### config.mk
export PLATFORM = sky130hd
export DESIGN_NAME = wtd_detector
export DESIGN_NICKNAME = d
export VERILOG_FILES = /design/src/rtl/wtd_pkg.sv /design/src/rtl/wtd_cmp.sv /design/src/rtl/wtd_gap_cnt.sv /design/src/rtl/wtd_fill_cnt.sv /design/src/rtl/wtd_detector.sv
export SDC_FILE = /design/constraint.sdc
export NUM_CORES = 1
export LEC_CHECK = 0
export ABC_AREA = 0
export BUFFER_PORTS_ARGS = -buffer_cell sky130_fd_sc_hd__buf_2
export CAP_MARGIN = 20
export CORE_ASPECT_RATIO = 0.5
export CORE_MARGIN = 2
export CORE_UTILIZATION = 48
export CTS_BUF_LIST = sky130_fd_sc_hd__clkbuf_8
export CTS_CLUSTER_SIZE = 12
export DETAILED_ROUTE_END_ITERATION = 10
export HOLD_SLACK_MARGIN = 0.06
export PLACE_DENSITY_LB_ADDON = 0.25
export SETUP_SLACK_MARGIN = 0.2
export SLEW_MARGIN = 40
export SYNTH_ARGS = -nofsm -noshare
export SYNTH_HDL_FRONTEND = slang
export SYNTH_SLANG_ARGS = --single-unit
### constraint.sdc
create_clock -name clk_i -period 1.37 [get_ports clk_i]
set_input_delay 0.0685 -clock clk_i [delete_from_list [all_inputs] [get_ports clk_i]]
set_output_delay 0.0685 -clock clk_i [all_outputs]
set_load 0.01 [all_outputs]
### src/rtl/wtd_pkg.sv
package wtd_pkg;
  function automatic int cnt_width(input int win);
    return $clog2(win + 1);
  endfunction
endpackage

### src/rtl/wtd_cmp.sv
module wtd_cmp #(
  parameter int DATA_W = 16
) (
  input  logic [DATA_W-1:0] data_i,
  input  logic [DATA_W-1:0] thr_i,
  output logic              above_o
);
  // strict compare, unsigned
  assign above_o = data_i > thr_i;
endmodule

### src/rtl/wtd_gap_cnt.sv
module wtd_gap_cnt #(
  parameter int WIN_LEN = 100,
  localparam int CNT_W = wtd_pkg::cnt_width(WIN_LEN)
) (
  input  logic clk_i,
  input  logic rst_ni,
  input  logic clr_i,
  input  logic valid_i,
  input  logic above_i,
  output logic hit_o
);
  localparam logic [CNT_W-1:0] SAT = CNT_W'(WIN_LEN);

  logic [CNT_W-1:0] gap_q;

  // gap_q: non-exceeding samples since last exceedance, saturating
  always_ff @(posedge clk_i or negedge rst_ni) begin
    if (!rst_ni)          gap_q <= SAT;
    else if (clr_i)       gap_q <= SAT;
    else if (valid_i) begin
      if (above_i)        gap_q <= '0;
      else if (gap_q != SAT) gap_q <= gap_q + 1'b1;
    end
  end

  assign hit_o = gap_q < SAT;

  AST_GAP_ZERO_ON_EXCEED: assert property (@(posedge clk_i) disable iff (!rst_ni)
    valid_i && above_i && !clr_i |=> gap_q == '0);
  AST_NO_WRAP: assert property (@(posedge clk_i) disable iff (!rst_ni)
    gap_q == SAT && !clr_i && !(valid_i && above_i) |=> gap_q == SAT);
  AST_GAP_BOUND: assert property (@(posedge clk_i) disable iff (!rst_ni)
    1'b1 |-> gap_q <= SAT);
endmodule

### src/rtl/wtd_fill_cnt.sv
module wtd_fill_cnt #(
  parameter int WIN_LEN = 100,
  localparam int CNT_W = wtd_pkg::cnt_width(WIN_LEN)
) (
  input  logic clk_i,
  input  logic rst_ni,
  input  logic clr_i,
  input  logic valid_i,
  output logic full_o
);
  localparam logic [CNT_W-1:0] SAT = CNT_W'(WIN_LEN);

  logic [CNT_W-1:0] fill_q;

  always_ff @(posedge clk_i or negedge rst_ni) begin
    if (!rst_ni)                    fill_q <= '0;
    else if (clr_i)                 fill_q <= '0;
    else if (valid_i && fill_q != SAT) fill_q <= fill_q + 1'b1;
  end

  assign full_o = fill_q == SAT;

  AST_FULL_STICKY: assert property (@(posedge clk_i) disable iff (!rst_ni)
    full_o && !clr_i |=> full_o);
endmodule

### src/rtl/wtd_detector.sv
module wtd_detector #(
  parameter int DATA_W  = 16,
  parameter int WIN_LEN = 100
) (
  input  logic              clk_i,
  input  logic              rst_ni,
  input  logic              valid_i,
  input  logic [DATA_W-1:0] data_i,
  input  logic [DATA_W-1:0] thr_i,
  input  logic              clr_i,
  output logic              hit_o,
  output logic              full_o
);
  logic above;

  wtd_cmp #(.DATA_W(DATA_W)) u_cmp (
    .data_i (data_i),
    .thr_i  (thr_i),
    .above_o(above)
  );

  wtd_gap_cnt #(.WIN_LEN(WIN_LEN)) u_gap (
    .clk_i  (clk_i),
    .rst_ni (rst_ni),
    .clr_i  (clr_i),
    .valid_i(valid_i),
    .above_i(above),
    .hit_o  (hit_o)
  );

  wtd_fill_cnt #(.WIN_LEN(WIN_LEN)) u_fill (
    .clk_i  (clk_i),
    .rst_ni (rst_ni),
    .clr_i  (clr_i),
    .valid_i(valid_i),
    .full_o (full_o)
  );

  AST_HIT_ON_EXCEED: assert property (@(posedge clk_i) disable iff (!rst_ni)
    valid_i && !clr_i && data_i > thr_i |=> hit_o);
  AST_HOLD_IDLE: assert property (@(posedge clk_i) disable iff (!rst_ni)
    !valid_i && !clr_i |=> $stable(hit_o) && $stable(full_o));
  AST_CLR_WINS: assert property (@(posedge clk_i) disable iff (!rst_ni)
    clr_i |=> !hit_o && !full_o);
  AST_FALL_ON_QUIET: assert property (@(posedge clk_i) disable iff (!rst_ni)
    $fell(hit_o) |-> $past(clr_i) || ($past(valid_i) && $past(data_i) <= $past(thr_i)));
endmodule

### Word-level counts from Yosys, hierarchy flattened

Cells that the tools add are included.
W data, S select, Z words.

* word-level logic and storage cells: 20
* output and inout port bits: 2
* register bits after elaboration: 14
* input bits: 36

* add/sub/neg operators: 2
* mux-type cells: 6
* $lt $le $gt $ge: 2
* reductions and logical operators: 5
* equal/unequal tests: 3

Operators with widths (count)
* $mux W7: 6
* $gt A16 B16 Y1: 1
* $add A7 B1 Y7 const B: 2
* $ne A7 B7 Y1 const B: 2
* $eq A7 B7 Y1 const B: 1
* $lt A7 B7 Y1 const B: 1
* $reduce_bool A2 Y1: 2
* $reduce_bool A3 Y1: 1
* $reduce_and A2 Y1: 1
* $logic_and A1 B1 Y1: 1

### Depth between registers and ports, before layout

Gate-level depths: netlist of run 1.

* word-level depth: 5
* depth in mapped cells: 7
* mapped depth without buffers: 7

### Hierarchy

A second synthesis of run 1 with hierarchy kept.

* cell total of the unflattened synthesis: 152
* area, all modules: 1303.8 sq um

Modules (own cells, without submodules)
* wtd_fill_cnt: times used 1, sequential area each 175.2 sq um, area each 449.2 sq um, cells an instance 46
* wtd_gap_cnt: times used 1, sequential area each 178.9 sq um, area each 447.9 sq um, cells an instance 50
* wtd_cmp: times used 1, sequential area each 0.0 sq um, area each 406.6 sq um, cells an instance 56

### Least setup slack after synthesis of run 1

No wires, ideal clock.

* path kind: in2reg
* start: in thr_i[14]
* end: reg u_gap.gap_q[0]
* arrival time: 1467 ps
* required time: 1231 ps
* slack: -236 ps
* stages: 7
* library setup time: 139 ps
* path buffers: 0
* cell sequence: inv_1 > ha_1 > nand4_1 > or3_1 > a21o_1 > a311oi_2 > a2111oi_1

* longest elaborated chain between the ends: 4
* elaborated cells on any way between the ends: 6
* those cells by class: 1 x order compare; 3 x mux; 2 x reduce/logical

Ends and longest elaborated chain
* start: declaration: line wtd_detector.sv:9 `input logic [DATA_W-1:0] thr_i,`
* $gt A16 B16 Y1 (*): line wtd_cmp.sv:9 `assign above_o = data_i > thr_i;`
* $mux W7: line wtd_gap_cnt.sv:21 `if (above_i) gap_q <= '0;`
* $mux W7: line wtd_gap_cnt.sv:20 `else if (valid_i) begin`
* $mux W7: line wtd_gap_cnt.sv:19 `else if (clr_i) gap_q <= SAT;`
* end signal: assignment: line wtd_gap_cnt.sv:22 `else if (gap_q != SAT) gap_q <= gap_q + 1'b1;`
* end: declaration: line wtd_gap_cnt.sv:14 `logic [CNT_W-1:0] gap_q;`

Mark *: on every way between the ends. The rest lies on a longest branch, timed or not. The select of a mux whose other input is x is not followed.
A chain may end at the register's enable or synchronous reset.

### Worst setup path after layout of run 1

* start: reg u_fill.fill_q[0]
* end: reg u_fill.fill_q[2]

* longest elaborated chain between the ends: 3
* elaborated cells on any way between the ends: 6
* those cells by class: 1 x add/sub; 1 x eq/ne; 2 x mux; 2 x reduce/logical

Ends and longest elaborated chain
* start: declaration: line wtd_fill_cnt.sv:13 `logic [CNT_W-1:0] fill_q;`
* start signal: assignment: line wtd_fill_cnt.sv:18 `else if (valid_i && fill_q != SAT) fill_q <= fill_q + 1'b1;`
* $add A7 B1 Y7 or $ne A7 B7 Y1 (tied branches): line wtd_fill_cnt.sv:18
* $mux W7 or $logic_and A1 B1 Y1 (tied branches): line wtd_fill_cnt.sv:18
* $mux W7 or $reduce_bool A2 Y1 (tied branches)

Several ways; a longest one is shown, not always the timed one. The select of a mux whose other input is x is not followed.

==> flow_summary.json, run 1 <==
{
  "max_freq_mhz": 639,
  "setup_slack_ns": -0.195,
  "slew_headroom_pct": 75.4,
  "synthesis.area_um2": 1270,
  "max-clock-path-buffers": 2,
  "netlist_instances": 150,
  "crit_top_cell": "nor2_1",
  "wl_per_cell_um": 18.6,
  "leakagePower_nw": 0.993,
  "syn_area_per_cell_um2": 8.46,
  "nNetsFinal": 280,
  "yosysSeqAreaShare_pct": 27.9,
  "drive_gt1_share_pct": 60.1,
  "diodes": 0,
  "via_per_inst": 5.88,
  "period_needed_ns": 1.57,
  "grt_max_degree": 19,
  "synthDistinctLibCells": 35,
  "violations": "negative setup slack",
  "core_area_um2": 2550,
  "setup_viol": 14,
  "ys.flop_type": "dfrtp_1",
  "peakVddDrop_v": 0.000317,
  "max_stage_delay_ns": 0.41,
  "finalMaxSlewViolations": 0,
  "crit_slowest_cell": "dfrtp_1",
  "syn_nets": 206,
  "drtIter0Drc": 158,
  "power_density_nw_per_um2": 679,
  "final_hold_viol_count": 0,
  "port_buffers": 37,
  "numCtsBuffers": 3,
  "synth_compound_area_share_pct": 15.1,
  "synthTopCellsByArea": "dfrtp_1, ha_1, dfstp_2, inv_1, nor2_1",
  "async_flop_share_pct": 100,
  "htreeDepth": 1,
  "clk_pin_slew_ns": 0.07,
  "status": "finished, violations left",
  "synthAdderAreaFrac_pct": 19.7,
  "pre_cts_ws_ns": -0.423,
  "final_cells": 260,
  "synthTopCellsByCount": "inv_1, ha_1, nor2_1, a21oi_1, dfrtp_1",
  "cts_tree": "done",
  "overflow": 0,
  "rsz0062_at_grt": "yes",
  "ys_seq_elements": 14,
  "worstHoldPathType": "input pin to flip-flop",
  "grt_pass1_vias": 1374,
  "yosys_warnings": 0,
  "grt_pass1_wl_um": 5870,
  "root_buffer": "clkbuf_8",
  "synth_top_cell_by_area": "dfrtp_1",
  "grt_antenna_before_repair": 0,
  "initial_core_util_pct": 49.7,
  "die_width_um": 76.7,
  "gp_congestion": 0.888,
  "num_vias": 1528,
  "ios": 38,
  "timing.final.crit_share_pct": 114,
  "drc": 0,
  "clock-sinks": 14,
  "synth_top_area_share_pct": 21.7,
  "die_area_um2": 3100,
  "synth-xor-area-share_pct": 3.45,
  "cp-end-kind": "flip-flop",
  "cp_max_fo": 3,
  "critPathRequiredTime_ns": 1.50,
  "cp-start-kind": "flip-flop",
  "wirelength_um": 4840,
  "synth_top_family_by_area": "simple AND/OR/NAND/NOR gates",
  "synth-simple-area-share_pct": 23.3,
  "synth.mux.area_fraction_pct": 3.16,
  "synth_most_common_cell": "inv_1",
  "skew_ns": 0.00724,
  "crit_chain": "inv_2 -> ha_4 -> nand4b_1 -> o21ai_2 -> nor2_1 -> xnor2_1 -> nor2_1",
  "grt_use_total_pct": 25.1,
  "drt-pass1-iter-count": 4,
  "area_growth_pct": 79.8,
  "num_rows": 13,
  "cp.arrival_ns": 1.70,
  "cap_viol_max_count": 0,
  "tightest_slew_ns": 0.366,
  "synth_edf_count": 0,
  "crit_type": "flip-flop to flip-flop",
  "hpwlAfterDp_um": 2550,
  "drtAntennaViolNets": 0,
  "dieHeight_um": 40.4,
  "clock_latency_ns": 0.25,
  "dpl.cell_count": 240
}
-- report_power, final --
part           internal (mW)  switching (mW)
combinational          0.383           0.340
sequential             0.443          0.0229
clock                  0.199           0.162
-- state kept, by name (all words and copies together), names as in the netlist --
name,count
u_gap.gap_q,7
u_fill.fill_q,7
-- path summary, 6_finish.rpt --
path | slack [ns] | end | start | cells after the start
max | -0.20 | u_fill.fill_q[2] | u_fill.fill_q[0] | 7
min | 0.20 | u_fill.fill_q[2] | clr_i | 2
max reg2reg | -0.20 | u_fill.fill_q[2] | u_fill.fill_q[0] | 7
min reg2reg | 0.57 | u_fill.fill_q[6] | u_fill.fill_q[6] | 2
max in group asynchronous | 0.80 | u_gap.gap_q[5] | rst_ni | 2
min in group asynchronous | 0.27 | u_gap.gap_q[3] | rst_ni | 2
-- worst max-delay path: cells and delay by family, from the launching register on --
| family | cells | cell delay, ns |
|---|---|---|
| AOI/OAI and AO/OA | 1 | 0.28 |
| and+or+nand+nor | 3 | 0.33 |
| xor gates and xnor gates | 1 | 0.20 |
| DFF | 1 | 0.41 |
| buffers and inverters | 1 | 0.09 |
| adders and majority gates | 1 | 0.12 |
-- cells in the final DEF, fill, tap and decap left out, types with 2 or more instances in the layout --
cell / synthesis / routed
nor3_1: 4 / 2
nor2_4: 0 / 2
o21ai_0: 5 / 2
buf_2: 0 / 23
nor2_2: 0 / 2
a21oi_1: 11 / 9
a21oi_2: 0 / 2
and3_1: 4 / 2
or3_1: 4 / 4
buf_8: 0 / 2
mux2i_1: 4 / 4
o21ai_1: 2 / 4
nand2_1: 8 / 6
ha_4: 0 / 15
nand2_4: 0 / 2
buf_4: 0 / 30
nand4_1: 6 / 6
xnor2_1: 3 / 2
inv_4: 0 / 8
nand2b_1: 2 / 2
nor2_1: 15 / 11
buf_6: 0 / 16
nand3_1: 3 / 3
and3_4: 0 / 2
inv_1: 21 / 6
nor4_4: 1 / 2
dfrtp_1: 11 / 11
inv_2: 0 / 6
xor2_1: 2 / 2
clkbuf_8: 0 / 3
dfstp_2: 3 / 3
ha_1: 20 / 4
nand4b_1: 2 / 2
-- per-stage QoR --
step	instance area, um2	setup TNS (ns)	hold slack (ns)	utilization (%)	total power, mW
2_1_floorplan	1450	-0.578	-0.227	-	0.718
3_3_place_gp	1820	-2.16	-0.0223	71.1	0.908
3_5_place_dp	1820	-2.53	-0.0155	71.1	0.929
4_1_cts	2100	-0.556	0.192	82.4	1.39
5_1_grt	2280	-2.62	0.211	89.3	1.61
6_report	2280	-1.70	0.202	89.3	1.55
-- repair_timing --
action,4_1_cts,5_1_grt
gates resized for setup,36,28
pin swaps,16,26
buffers inserted,10,5
endpoints found under the hold margin,14,0
setup endpoints to repair,14,16
hold buffers,1,0
-- routing by layer --
metal  GRT usage, %  share of wire [%]
met1           26.0                 38
met2           54.6                 52
met3           4.28                7.1
met4           10.0                3.0
met5              0                  0
-- area by class of cell --
cell class / count / area (um2)
Fill cell: 104 / 273
Inverter: 22 / 120
Multi-Input combinational cell: 111 / 1150
Tap cell: 37 / 46.3
Clock buffer: 3 / 41.3
Clock inverter: 1 / 3.75
Timing Repair Buffer: 72 / 561
Sequential cell: 14 / 354
-- logic make-up after synthesis --
| family | after synthesis |
|---|---|
| AOI/OAI and AO/OA | 29 |
| xor gates and xnor gates | 5 |
| adders and majority gates | 20 |
| buffers and inverters | 25 |
| DFF | 14 |
| muxes | 4 |
| and+or+nand+nor | 53 |
(Power assumes the default switching activity.)
==> run 2: changes to the inputs <==
--- a/config.mk
+++ b/config.mk
@@ -15,8 +15,9 @@
 export CTS_CLUSTER_SIZE = 12
 export DETAILED_ROUTE_END_ITERATION = 10
 export HOLD_SLACK_MARGIN = 0.06
+export MAX_ROUTING_LAYER = met4
 export PLACE_DENSITY_LB_ADDON = 0.25
-export SETUP_SLACK_MARGIN = 0.2
+export SETUP_SLACK_MARGIN = 0.5
 export SLEW_MARGIN = 40
 export SYNTH_ARGS = -nofsm -noshare
 export SYNTH_HDL_FRONTEND = slang
==> flow_summary.json, run 2 (synthesized netlist as in run 1, its figures left out) <==
{
  "status": "finished, violations left",
  "violations": "negative setup slack",
  "drtAntennaViolNets": 0,
  "period_needed_ns": 1.56,
  "drt-pass1-iter-count": 4,
  "r2r_slack_ns": -0.12,
  "initial_core_util_pct": 49.7,
  "dpl.cell_count": 238,
  "timing.hold.ws_ns": 0.198,
  "final_common_cell": "buf_4",
  "grt_pass1_wl_um": 5340,
  "drc": 0,
  "grt_antenna_before_repair": 0,
  "crit_slowest_cell": "or3_1",
  "grt_use_total_pct": 23.5,
  "num_vias": 1373,
  "max-clock-path-buffers": 2,
  "final_hold_viol_count": 0,
  "grt_pass1_vias": 1243,
  "gp_congestion": 0.809,
  "drive_gt1_share_pct": 55.6,
  "diodes": 0,
  "drtIter0Drc": 49,
  "wl_per_cell_um": 15.5,
  "ios": 38,
  "worstHoldPathType": "input pin to flip-flop",
  "root_buffer": "clkbuf_8",
  "die_width_um": 76.7,
  "tightest_slew_ns": 0.336,
  "cp_max_fo": 3,
  "power_mw": 1.43,
  "finalMaxSlewViolations": 0,
  "wl_met3_um": 206,
  "grt_max_degree": 19,
  "cp-end-kind": "flip-flop",
  "nNetsFinal": 273,
  "hpwlAfterDp_um": 2270,
  "crit_type": "input pin to flip-flop",
  "reg.largest.list": "u_fill.fill_q (7), u_gap.gap_q (7)",
  "clock-sinks": 14,
  "max_freq_mhz": 641,
  "cts_tree": "done",
  "cap_viol_max_count": 0,
  "die_area_um2": 3100,
  "mostFrequentLayoutCells": "buf_4, buf_2, buf_6, ha_4, nor2_1",
  "timing.final.crit_share_pct": 114,
  "final_cells": 253,
  "area_growth_pct": 71.0,
  "htreeDepth": 1,
  "setup_slack_ns": -0.191,
  "max_stage_delay_ns": 0.44,
  "fillers": 144,
  "top_layer": "met4",
  "clock_latency_ns": 0.25,
  "holdCritStartpoint": "clr_i",
  "pre_cts_ws_ns": -0.402,
  "critPathRequiredTime_ns": 1.49,
  "skew_ns": 0.00253,
  "num_rows": 13,
  "wl_met2_um": 2090,
  "clk_pin_slew_ns": 0.06,
  "peakVddDrop_v": 0.000400,
  "cp-start-kind": "input pin",
  "numCtsBuffers": 3,
  "rsz0062_at_grt": "yes",
  "dieHeight_um": 40.4,
  "via_per_inst": 5.43,
  "tns_ns": -1.09,
  "wl_met1_um": 1450,
  "cp.arrival_ns": 1.68,
  "overflow": 0,
  "setup_viol": 11,
  "critPathLaunch": "data_i[9]",
  "power_density_nw_per_um2": 658,
  "leakagePower_nw": 0.944,
  "whs_endpoint": "u_fill.fill_q[2]",
  "wirelength_um": 3930,
  "rr_startpoint": "u_gap.gap_q[6]",
  "min_path_cells": 2,
  "cpLargestDelayFamily": "simple AND/OR/NAND/NOR gates",
  "crit_buf_inv": 1,
  "core_area_um2": 2550,
  "port_buffers": 37,
  "crit_chain": "buf_2 -> ha_4 -> nand4_1 -> or3_1 -> a21o_1 -> a311oi_4 -> nor3_1",
  "worst_r2r_path_depth": 5,
  "slew_headroom_pct": 77.5,
  "r2r-end": "u_gap.gap_q[1]"
}
[run 2: how the worst max path moves through the flow]
stage,endpoint,slack [ns],cells after the start
3_5_place_dp,u_gap.gap_q[0],-0.40,8
6_report,u_gap.gap_q[1],-0.19,7
3_3_place_gp,u_gap.gap_q[0],-0.37,8
5_1_grt,u_gap.gap_q[1],-0.27,7
4_1_cts,u_gap.gap_q[2],-0.11,7
2_1_floorplan,u_gap.gap_q[0],-0.15,7
[run 2: layout make-up]
cell class                      count  area [um2]  area share, %
Multi-Input combinational cell    111        1100           50.5
Timing Repair Buffer               65         510           23.5
Sequential cell                    14         354           16.3
Inverter                           22         118           5.42
Tap cell                           37        46.3           2.13
Clock buffer                        3        41.3           1.90
Clock inverter                      1        3.75          0.173
[run 2: per-stage QoR]
stage / util [%] / instance area, um2
after floorplan: - / 1460
final: 85.0 / 2170
after CTS: 79.5 / 2030
after detailed placement: 70.8 / 1810
after global placement: 70.8 / 1810
after global routing: 85.0 / 2170
[run 2: timing repair]
action | 4_1_cts | 5_1_grt
setup endpoints to repair | 16 | 16
pin swaps | 20 | 20
resized for setup | 29 | 18
hold buffers | 1 | 0
hold endpoints to repair | 14 | 0
buffers inserted | 5 | 5
[run 2: report_power, final]
| group | internal, mW | switching [mW] |
|---|---|---|
| clock network | 0.199 | 0.157 |
| registers | 0.443 | 0.0193 |
| logic | 0.325 | 0.283 |
| total | 0.967 | 0.460 |
[run 2: worst register-to-register path, cell delays in order (launching register included)]
cell and delay, ns:
dfstp_2 0.54, nand2_2 0.07, nor4_4 0.31, mux2i_1 0.22, o21ai_1 0.09, nor3_1 0.18
[run 2: metal layers]
layer,vias to the layer above,global-route usage (%)
met5,-,-
met3,19,5.18
li1,662,-
met1,643,23.7
met4,0,10.0
met2,49,47.4
==> run 3: changes to the inputs <==
--- a/config.mk
+++ b/config.mk
@@ -12,11 +12,12 @@
 export CORE_MARGIN = 2
 export CORE_UTILIZATION = 48
 export CTS_BUF_LIST = sky130_fd_sc_hd__clkbuf_8
-export CTS_CLUSTER_SIZE = 12
+export CTS_CLUSTER_SIZE = 8
 export DETAILED_ROUTE_END_ITERATION = 10
 export HOLD_SLACK_MARGIN = 0.06
 export MAX_ROUTING_LAYER = met4
 export PLACE_DENSITY_LB_ADDON = 0.25
+export RECOVER_POWER = 50
 export SETUP_SLACK_MARGIN = 0.5
 export SLEW_MARGIN = 40
 export SYNTH_ARGS = -nofsm -noshare
==> flow_summary.json, run 3 (synthesized netlist as in run 1, its figures left out) <==
{
  "die_width_um": 76.7,
  "wirelength_um": 3930,
  "finalMaxSlewViolations": 0,
  "drc": 0,
  "drtIter0Drc": 49,
  "crit_slowest_cell": "or3_1",
  "drt-pass1-iter-count": 4,
  "r2r_slack_ns": -0.12,
  "drtAntennaViolNets": 0,
  "wl_met1_um": 1450,
  "clock_latency_ns": 0.25,
  "worstHoldPathType": "input pin to flip-flop",
  "num_vias": 1373,
  "cts_tree": "done",
  "area_growth_pct": 70.9,
  "rsz0062_at_grt": "yes",
  "diodes": 0,
  "crit_chain": "buf_2 -> ha_4 -> nand4_1 -> or3_1 -> a21o_1 -> a311oi_4 -> nor3_1",
  "grt_max_degree": 19,
  "final_cells": 253,
  "skew_ns": 0.00253,
  "nNetsFinal": 273,
  "drive_gt1_share_pct": 55.1,
  "clk_pin_slew_ns": 0.06,
  "tns_ns": -1.09,
  "timing.hold.ws_ns": 0.198,
  "initial_core_util_pct": 49.7,
  "cpLargestDelayFamily": "simple AND/OR/NAND/NOR gates",
  "wl_met2_um": 2090,
  "reg.largest.list": "u_fill.fill_q (7), u_gap.gap_q (7)",
  "overflow": 0,
  "fillers": 144,
  "status": "finished, violations left",
  "critPathRequiredTime_ns": 1.49,
  "final_common_cell": "buf_4",
  "grt_pass1_vias": 1243,
  "max_stage_delay_ns": 0.44,
  "root_buffer": "clkbuf_8",
  "slew_headroom_pct": 47.6,
  "period_needed_ns": 1.56,
  "port_buffers": 37,
  "via_per_inst": 5.43,
  "timing.final.crit_share_pct": 114,
  "num_rows": 13,
  "top_layer": "met4",
  "setup_viol": 11,
  "cp-end-kind": "flip-flop",
  "violations": "negative setup slack",
  "cp-start-kind": "input pin",
  "crit_type": "input pin to flip-flop",
  "wl_met3_um": 206,
  "pre_cts_ws_ns": -0.402,
  "grt_pass1_wl_um": 5340,
  "max-clock-path-buffers": 2,
  "die_area_um2": 3100,
  "cp_max_fo": 3,
  "grt_antenna_before_repair": 0,
  "setup_slack_ns": -0.191,
  "hpwlAfterDp_um": 2270,
  "peakVddDrop_v": 0.000400,
  "core_area_um2": 2550,
  "dieHeight_um": 40.4,
  "wl_per_cell_um": 15.5,
  "ios": 38,
  "clock-sinks": 14,
  "leakagePower_nw": 0.942,
  "final_hold_viol_count": 0,
  "grt_use_total_pct": 23.5,
  "htreeDepth": 1,
  "mostFrequentLayoutCells": "buf_4, buf_2, buf_6, ha_4, nor2_1",
  "cp.arrival_ns": 1.68,
  "crit_buf_inv": 1,
  "gp_congestion": 0.809,
  "max_freq_mhz": 641,
  "cap_viol_max_count": 0,
  "power_density_nw_per_um2": 658,
  "dpl.cell_count": 238,
  "numCtsBuffers": 3,
  "fin_util_pct": 84.9,
  "tightest_slew_ns": 0.786
}
run 3: stage by stage:
| stage | instance area (um2) | power [mW] |
|---|---|---|
| floorplan | 1460 | 0.724 |
| global placement | 1810 | 0.904 |
| finish | 2170 | 1.43 |
| detailed placement | 1810 | 0.918 |
| global route | 2170 | 1.50 |
| CTS | 2030 | 1.34 |
run 3: worst paths after layout:
check | from | end | cells after the start
setup / recovery | data_i[9] | u_gap.gap_q[1] | 7
hold / removal | clr_i | u_fill.fill_q[2] | 2
setup reg to reg | u_gap.gap_q[6] | u_gap.gap_q[1] | 5
hold reg to reg | u_fill.fill_q[6] | u_fill.fill_q[6] | 2
max in group asynchronous | rst_ni | u_gap.gap_q[4] | 2
min in group asynchronous | rst_ni | u_fill.fill_q[2] | 2
run 3: report_power, final:
group | internal [mW] | switching [mW]
Clock | 0.199 | 0.157
Combinational | 0.325 | 0.283
Sequential | 0.443 | 0.0193
Total | 0.967 | 0.460
run 3: timing repair:
item,CTS,global route
gates resized for setup,29,18
setup endpoints to repair,16,16
buffers inserted,5,5
hold buffers,1,0
pin swaps,20,20
hold endpoints to repair,14,0
run 3: area by class of cell:
type                            count  area (um2)  share of cell area, %
Clock buffer                        3        41.3                   1.90
Clock inverter                      1        3.75                  0.173
Inverter                           22         118                   5.42
Multi-Input combinational cell    111        1100                   50.5
Sequential cell                    14         354                   16.3
Tap cell                           37        46.3                   2.14
Timing Repair Buffer               65         509                   23.5
run 3: layer usage:
| metal | GRT usage [%] | vias up |
|---|---|---|
| li1 | - | 662 |
| met3 | 5.18 | 19 |
| met4 | 10.0 | 0 |
| met5 | - | - |
| met1 | 23.7 | 643 |
| met2 | 47.4 | 49 |
